## src/rtl/flash_irq_pkg.sv

```systemverilog
package flash_irq_pkg;

    localparam int WORD_W = 16;
    typedef logic [WORD_W-1:0] word_t;

    // register map
    localparam word_t REG_CMD  = 16'h0000;
    localparam word_t REG_CFG  = 16'h0001;
    localparam word_t REG_STAT = 16'h0002;
    localparam word_t REG_INT  = 16'h0003;

    // reset values and masks
    localparam word_t INT_COLD    = 16'h8080;
    localparam word_t INT_WARM    = 16'h8010;
    localparam word_t CFG_INIT    = 16'h40C0;
    localparam word_t CFG_RD_MASK = 16'hFFE0;

    // interrupt bit positions
    localparam int INT_GLOBAL = 15;
    localparam int INT_LOAD   = 7;
    localparam int INT_PROG   = 6;
    localparam int INT_ERASE  = 5;

    // configuration bit positions
    localparam int CFG_POL = 6;
    localparam int CFG_RDY = 7;

    // status error field starts at this bit
    localparam int ERR_LSB = 10;

    typedef enum logic [2:0] {
        CL_LOAD,
        CL_PROG,
        CL_ERASE,
        CL_MARK,
        CL_QUIET,
        CL_WARM,
        CL_BAD
    } op_cls_e;

    // error flags, MSB first: status bits 13..10
    typedef struct packed {
        logic load;
        logic prog;
        logic erase;
        logic cmd;
    } err_t;

    localparam int ERR_W = $bits(err_t);

    function automatic op_cls_e classify(input word_t op);
        case (op)
            16'h0000, 16'h0013:                       return CL_LOAD;
            16'h0080, 16'h001A, 16'h001B:             return CL_PROG;
            16'h0094, 16'h0095, 16'h0030:             return CL_ERASE;
            16'h0023, 16'h0027, 16'h002A, 16'h002C,
            16'h0071, 16'h0065:                       return CL_MARK;
            16'h00B0:                                 return CL_QUIET;
            16'h00F0, 16'h00F3:                       return CL_WARM;
            default:                                  return CL_BAD;
        endcase
    endfunction

    function automatic word_t stat_word(input err_t e);
        word_t w;
        w = '0;
        w[ERR_LSB +: ERR_W] = e;
        return w;
    endfunction

endpackage

```

## src/rtl/fic_cmd_decode.sv

```systemverilog
module fic_cmd_decode
    import flash_irq_pkg::*;
(
    input  word_t   op,
    input  logic    fail,
    output op_cls_e cls,
    output word_t   int_set,
    output err_t    err_set
);

    always_comb begin
        cls     = classify(op);
        int_set = '0;
        err_set = '0;
        case (cls)
            CL_LOAD: begin
                int_set[INT_GLOBAL] = 1'b1;
                int_set[INT_LOAD]   = 1'b1;
                err_set.cmd         = fail;
                err_set.load        = fail;
            end
            CL_PROG: begin
                int_set[INT_GLOBAL] = 1'b1;
                int_set[INT_PROG]   = 1'b1;
                err_set.cmd         = fail;
                err_set.prog        = fail;
            end
            CL_ERASE: begin
                int_set[INT_GLOBAL] = 1'b1;
                int_set[INT_ERASE]  = 1'b1;
                err_set.cmd         = fail;
                err_set.erase       = fail;
            end
            CL_MARK: begin
                int_set[INT_GLOBAL] = 1'b1;
                err_set.cmd         = fail;
            end
            CL_BAD: begin
                int_set[INT_GLOBAL] = 1'b1;
                err_set.cmd         = 1'b1;
            end
            default: begin
                int_set = '0;
                err_set = '0;
            end
        endcase
    end

endmodule

```

## src/rtl/fic_status_regs.sv

```systemverilog
module fic_status_regs
    import flash_irq_pkg::*;
#(
    parameter int ADDR_W = 16
)(
    input  logic              clk,
    input  logic              rst,
    input  logic              warm_rst,
    input  logic              wr,
    input  logic [ADDR_W-1:0] addr,
    input  word_t             wdata,
    input  op_cls_e           cls,
    input  word_t             int_set,
    input  err_t              err_set,
    output word_t             cmd_q,
    output word_t             cfg_q,
    output word_t             istat_q,
    output err_t              estat_q
);

    localparam logic [ADDR_W-1:0] A_CMD = ADDR_W'(REG_CMD);
    localparam logic [ADDR_W-1:0] A_CFG = ADDR_W'(REG_CFG);
    localparam logic [ADDR_W-1:0] A_INT = ADDR_W'(REG_INT);

    word_t ack_val;
    logic  cmd_ok;

    assign ack_val = istat_q & wdata;
    assign cmd_ok  = wr && (addr == A_CMD) && !istat_q[INT_GLOBAL];

    always_ff @(posedge clk) begin
        if (rst) begin
            cmd_q   <= '0;
            cfg_q   <= CFG_INIT;
            istat_q <= INT_COLD;
            estat_q <= '0;
        end else if (warm_rst || (cmd_ok && cls == CL_WARM)) begin
            cmd_q   <= '0;
            cfg_q   <= CFG_INIT;
            istat_q <= INT_WARM;
            estat_q <= '0;
        end else if (cmd_ok) begin
            cmd_q   <= wdata;
            istat_q <= istat_q | int_set;
            estat_q <= estat_q | err_set;
        end else if (wr && addr == A_CFG) begin
            cfg_q <= wdata;
        end else if (wr && addr == A_INT) begin
            istat_q <= ack_val;
            if (!ack_val[INT_GLOBAL]) begin
                estat_q <= '0;
            end
        end
    end

endmodule

```

## src/rtl/fic_host_read.sv

```systemverilog
module fic_host_read
    import flash_irq_pkg::*;
#(
    parameter int ADDR_W = 16
)(
    input  logic              clk,
    input  logic              rst,
    input  logic              rd,
    input  logic [ADDR_W-1:0] addr,
    input  word_t             cmd_q,
    input  word_t             cfg_q,
    input  word_t             istat_q,
    input  err_t              estat_q,
    output word_t             rdata,
    output logic              rvalid
);

    word_t sel;

    always_comb begin
        sel = '0;
        if (addr == ADDR_W'(REG_CMD))  sel = cmd_q;
        if (addr == ADDR_W'(REG_CFG))  sel = cfg_q & CFG_RD_MASK;
        if (addr == ADDR_W'(REG_STAT)) sel = stat_word(estat_q);
        if (addr == ADDR_W'(REG_INT))  sel = istat_q;
    end

    always_ff @(posedge clk) begin
        if (rst) begin
            rdata  <= '0;
            rvalid <= 1'b0;
        end else begin
            rvalid <= rd;
            if (rd) begin
                rdata <= sel;
            end
        end
    end

endmodule

```

## src/rtl/flash_irq_ctrl.sv

```systemverilog
module flash_irq_ctrl
    import flash_irq_pkg::*;
#(
    parameter int ADDR_W = 16
)(
    input  logic              clk,
    input  logic              rst,
    input  logic              warm_rst,
    input  logic              host_wr,
    input  logic              host_rd,
    input  logic [ADDR_W-1:0] host_addr,
    input  logic [15:0]       host_wdata,
    input  logic              op_fail,
    output logic [15:0]       host_rdata,
    output logic              host_rvalid,
    output logic              irq,
    output logic              rdy
);

    op_cls_e op_cls;
    word_t   int_set;
    err_t    err_set;
    word_t   cmd_q;
    word_t   cfg_q;
    word_t   istat_q;
    err_t    estat_q;

    fic_cmd_decode u_dec (
        .op      (host_wdata),
        .fail    (op_fail),
        .cls     (op_cls),
        .int_set (int_set),
        .err_set (err_set)
    );

    fic_status_regs #(.ADDR_W(ADDR_W)) u_regs (
        .clk      (clk),
        .rst      (rst),
        .warm_rst (warm_rst),
        .wr       (host_wr),
        .addr     (host_addr),
        .wdata    (host_wdata),
        .cls      (op_cls),
        .int_set  (int_set),
        .err_set  (err_set),
        .cmd_q    (cmd_q),
        .cfg_q    (cfg_q),
        .istat_q  (istat_q),
        .estat_q  (estat_q)
    );

    fic_host_read #(.ADDR_W(ADDR_W)) u_rd (
        .clk     (clk),
        .rst     (rst),
        .rd      (host_rd),
        .addr    (host_addr),
        .cmd_q   (cmd_q),
        .cfg_q   (cfg_q),
        .istat_q (istat_q),
        .estat_q (estat_q),
        .rdata   (host_rdata),
        .rvalid  (host_rvalid)
    );

    assign irq = istat_q[INT_GLOBAL] ^ ~cfg_q[CFG_POL];
    assign rdy = cfg_q[CFG_RDY];

endmodule

```

## config.mk

```make
export PLATFORM = sky130hd
export DESIGN_NAME = flash_irq_ctrl
export DESIGN_NICKNAME = d
export VERILOG_FILES = /design/src/rtl/flash_irq_pkg.sv /design/src/rtl/fic_cmd_decode.sv /design/src/rtl/fic_status_regs.sv /design/src/rtl/fic_host_read.sv /design/src/rtl/flash_irq_ctrl.sv
export SDC_FILE = /design/constraint.sdc
export NUM_CORES = 1
export LEC_CHECK = 0
export ABC_AREA = 1
export CAP_MARGIN = 0
export CORE_AREA = 2 2 87 89
export CTS_CLUSTER_DIAMETER = 100
export CTS_CLUSTER_SIZE = 16
export DETAILED_ROUTE_END_ITERATION = 7
export DIE_AREA = 0 0 89 91
export HOLD_SLACK_MARGIN = 0.03
export PLACE_DENSITY_LB_ADDON = 0.08
export SLEW_MARGIN = 40
export SYNTH_ARGS = -nofsm -noshare
export SYNTH_HDL_FRONTEND = slang
export SYNTH_SLANG_ARGS = --single-unit
export TNS_END_PERCENT = 5
```

## constraint.sdc

```tcl
create_clock -name clk -period 1.95 [get_ports clk]
set_input_delay 0.585 -clock clk [delete_from_list [all_inputs] [get_ports clk]]
set_output_delay 0.585 -clock clk [all_outputs]
set_load 0.1 [all_outputs]
```

==> reports/metrics.cfg <==
[worst_hold_path]
hold_class=reg -> reg

[sta]
clock.fmax_mhz=525
rsz0062_at_grt=yes
slew_viol_final=0
setup_violations=0
relSlewSlack_pct=76.2
tightest_slew_ns=0.356
finalCritPeriodShare_pct=97.7
fin_skew_ns=0.00813
period_needed_ns=1.91
setup_slack_ns=0.0443
final_hold_viol_count=0

[setup_path]
end_kind=register
critPathArrivalTime_ns=2.13
path_delay_family=buffers and inverters
critPathKind=in -> reg
slowest_delay_ns=0.44
crit_fanout=7
cp_data_required_time_ns=2.18
crit_top_cell=nor2_4
crit_slowest_cell=clkdlybuf4s50_1
critPathBufInv=3
critPathLaunchType=input pin
worstPathCellList=clkdlybuf4s50_1 > nor2_2 > nand2_2 > nor2_4 > o211ai_2 > o21ai_2 > nor2_4 > clkinv_4 > clkbuf_16 > nor2_1

[routing]
vias_per_cell=5.08
drt_iter0_drc=168
wire_per_inst_um=14.0
drt-pass1-iter-count=4
totalWireLength_um=9720
routed-via-count=3523
ant_nets=0
drcViolationCount=0

[cts]
cts_tree=built
clockBufferDepth=2
cts_inserted_buffers=9
ctsRootBufferMaster=clkbuf_8
cts.sinks=64
path_clk_slew_ns=0.07
clk_latency_ns=0.34
cts.htree.levels=3

[synth]
synthMuxAreaShare_pct=0
synthesis.area_um2=3150
synth-compound-area-share_pct=14.2
yosysMostFrequentCell=nand2_1
synth.avg_cell_area_um2=6.74
synth_top_family_by_area=simple AND/OR/NAND/NOR gates
ys_warn_count=0
synth.yosys.seq_area_share_pct=40.6
synth_top_area_cell=dfxtp_1
ys_types=32
synthTopCellsByArea=dfxtp_1 (41%), nand2_1 (17%), a21oi_1 (7.1%), nor2_1 (5.4%), nand3_1 (5.2%)
synth_edf_count=0
yosys.area_share.simple_pct=35.7
synthArstFlopShare_pct=0
synth_common_cells=nand2_1 (145), dfxtp_1 (64), a21oi_1 (45), nor2_1 (45), inv_1 (39)
ys.flop_type=dfxtp_1
synth_cells=468
synth_top_area_share_pct=40.6
ys_ff_latch=64
synth_xor_area_share_pct=0.278
synth_nets=506
synthAdderAreaFrac_pct=0

[grt]
grt_overflow_total=0
antenna_found_initial=0
grt_max_degree=22
grt_use_total_pct=25.2
first_global_vias=3423
grt_pass1_wl_um=15800

[floorplanning]
die-area_um2=8100
die_h_um=91
ioPinCount=57
die_w_um=89
rows=31
core_area_um2=7140
start_util_pct=44.2

[placed_design]
dp.cells=671
io_buffers=56
gp_congestion=0.830
preCtsSetupSlack_ns=-0.403
dpl.hpwl_um=7200

[pwr]
irDropWorstVdd_v=0.000373
static-leakage-power_nw=2.22
power_density_nw_per_um2=579

[final_layout]
areaGrowthSynthToFinish_pct=56.0
n_antenna_cell=0
drive_gt1_share_pct=25.3
instances_no_fill=693
finalNetCount=627

[flow_run]
cap_violations=0

[outcome]
status=finished clean

==> worst reg2reg max path: cells and delay by family, from the launching register on <==
family,cells,cell delay (ns)
AO/OA/AOI/OAI,2,0.23
AND/OR/NAND/NOR,2,0.31
buffers and inverters,3,0.43
flip-flops,1,0.44
==> metal layers <==
layer / share of wire (%) / vias to the layer above / GRT usage [%] / wire, um
met1: 42 / 1639 / 30.3 / 4110
met3: 5.1 / 18 / 7.00 / 497
met2: 51 / 94 / 42.9 / 4910
li1: - / 1772 / - / -
met5: 0 / - / 0 / 0
met4: 2.1 / 0 / 8.08 / 206
==> sequential cells by signal (all words and copies together), names as in the netlist, named ones only <==
| name | count |
|---|---|
| u_rd.rvalid | 1 |
| u_regs.cfg_q | 11 |
| u_regs.estat_q | 4 |
| u_rd.rdata | 16 |
| u_regs.cmd_q | 16 |
| u_regs.istat_q | 12 |
==> worst paths after layout <==
check                             to                from  slack [ns]  depth (start not counted)
hold / removal     u_regs.estat_q[0]   u_regs.estat_q[0]        0.46                          2
hold reg to reg    u_regs.estat_q[0]   u_regs.estat_q[0]        0.46                          2
setup reg to reg    u_regs.cmd_q[15]  u_regs.istat_q[15]        0.47                          7
setup / recovery  u_regs.istat_q[14]      host_wdata[11]        0.04                         10
==> power by group <==
group,leakage [nW],switching (mW),internal (mW)
Clock,0.0887,0.542,0.594
Combinational,1.61,0.198,0.190
Sequential,0.517,0.00845,1.31
==> per-stage QoR <==
step | cell area [um2] | power [mW] | setup TNS [ns] | util, % | hold WS [ns]
4_1_cts | 4730 | 2.85 | 0 | 66.3 | 0.458
6_report | 4920 | 2.85 | 0 | 69.0 | 0.458
5_1_grt | 4920 | 2.96 | -0.142 | 69.0 | 0.477
2_1_floorplan | 3160 | 1.50 | 0 | - | 0.430
3_3_place_gp | 4510 | 1.72 | -19.52 | 63.2 | 0.441
3_5_place_dp | 4510 | 1.72 | -21.56 | 63.2 | 0.448
==> layout make-up <==
type                    count  area, um2
repair buffers            132       1490
clock buffers              10        128
flip-flops and latches     64       1280
inverters                  43        166
well taps                  99        124
clock inverters             6       70.1
multi-input cells         339       1660
fillers                   647       2210
==> layout by cell type (no fill, tap or decap), types with 2 or more instances in the layout <==
master	n
nor2_4	5
nor2_1	38
a21oi_2	2
buf_4	65
clkbuf_8	9
a31o_2	5
dfxtp_1	64
clkdlybuf4s50_1	17
nor3_1	3
nand3_1	31
o21ai_0	20
dlymetal6s2s_1	20
o211ai_1	2
nand4_1	21
o21ai_1	2
inv_1	37
clkinvlp_4	3
nand3_2	2
buf_6	3
nand2_1	141
clkbuf_16	2
o211ai_2	2
buf_12	25
clkinv_4	3
nor3_2	2
nand2_2	6
inv_2	4
nor2_2	6
a21oi_1	43
==> logic make-up (layout without fill, tap and decap cells) <==
kind of cell,Yosys count,in the layout
AND/OR/NAND/NOR,258,258
AO/OA/AOI/OAI,80,80
buffers and inverters,65,191
flip-flops,64,64
XOR/XNOR,1,1
==> what timing repair did <==
| action | in CTS | in global routing |
|---|---|---|
| setup endpoints to repair | 38 | 58 |
| resized for setup | 5 | 42 |
| gates cloned | 0 | 2 |
| pin swaps | 6 | 19 |
| buffers inserted | 1 | 3 |
| hold buffers | 0 | 0 |
(Power assumes the default switching activity.)
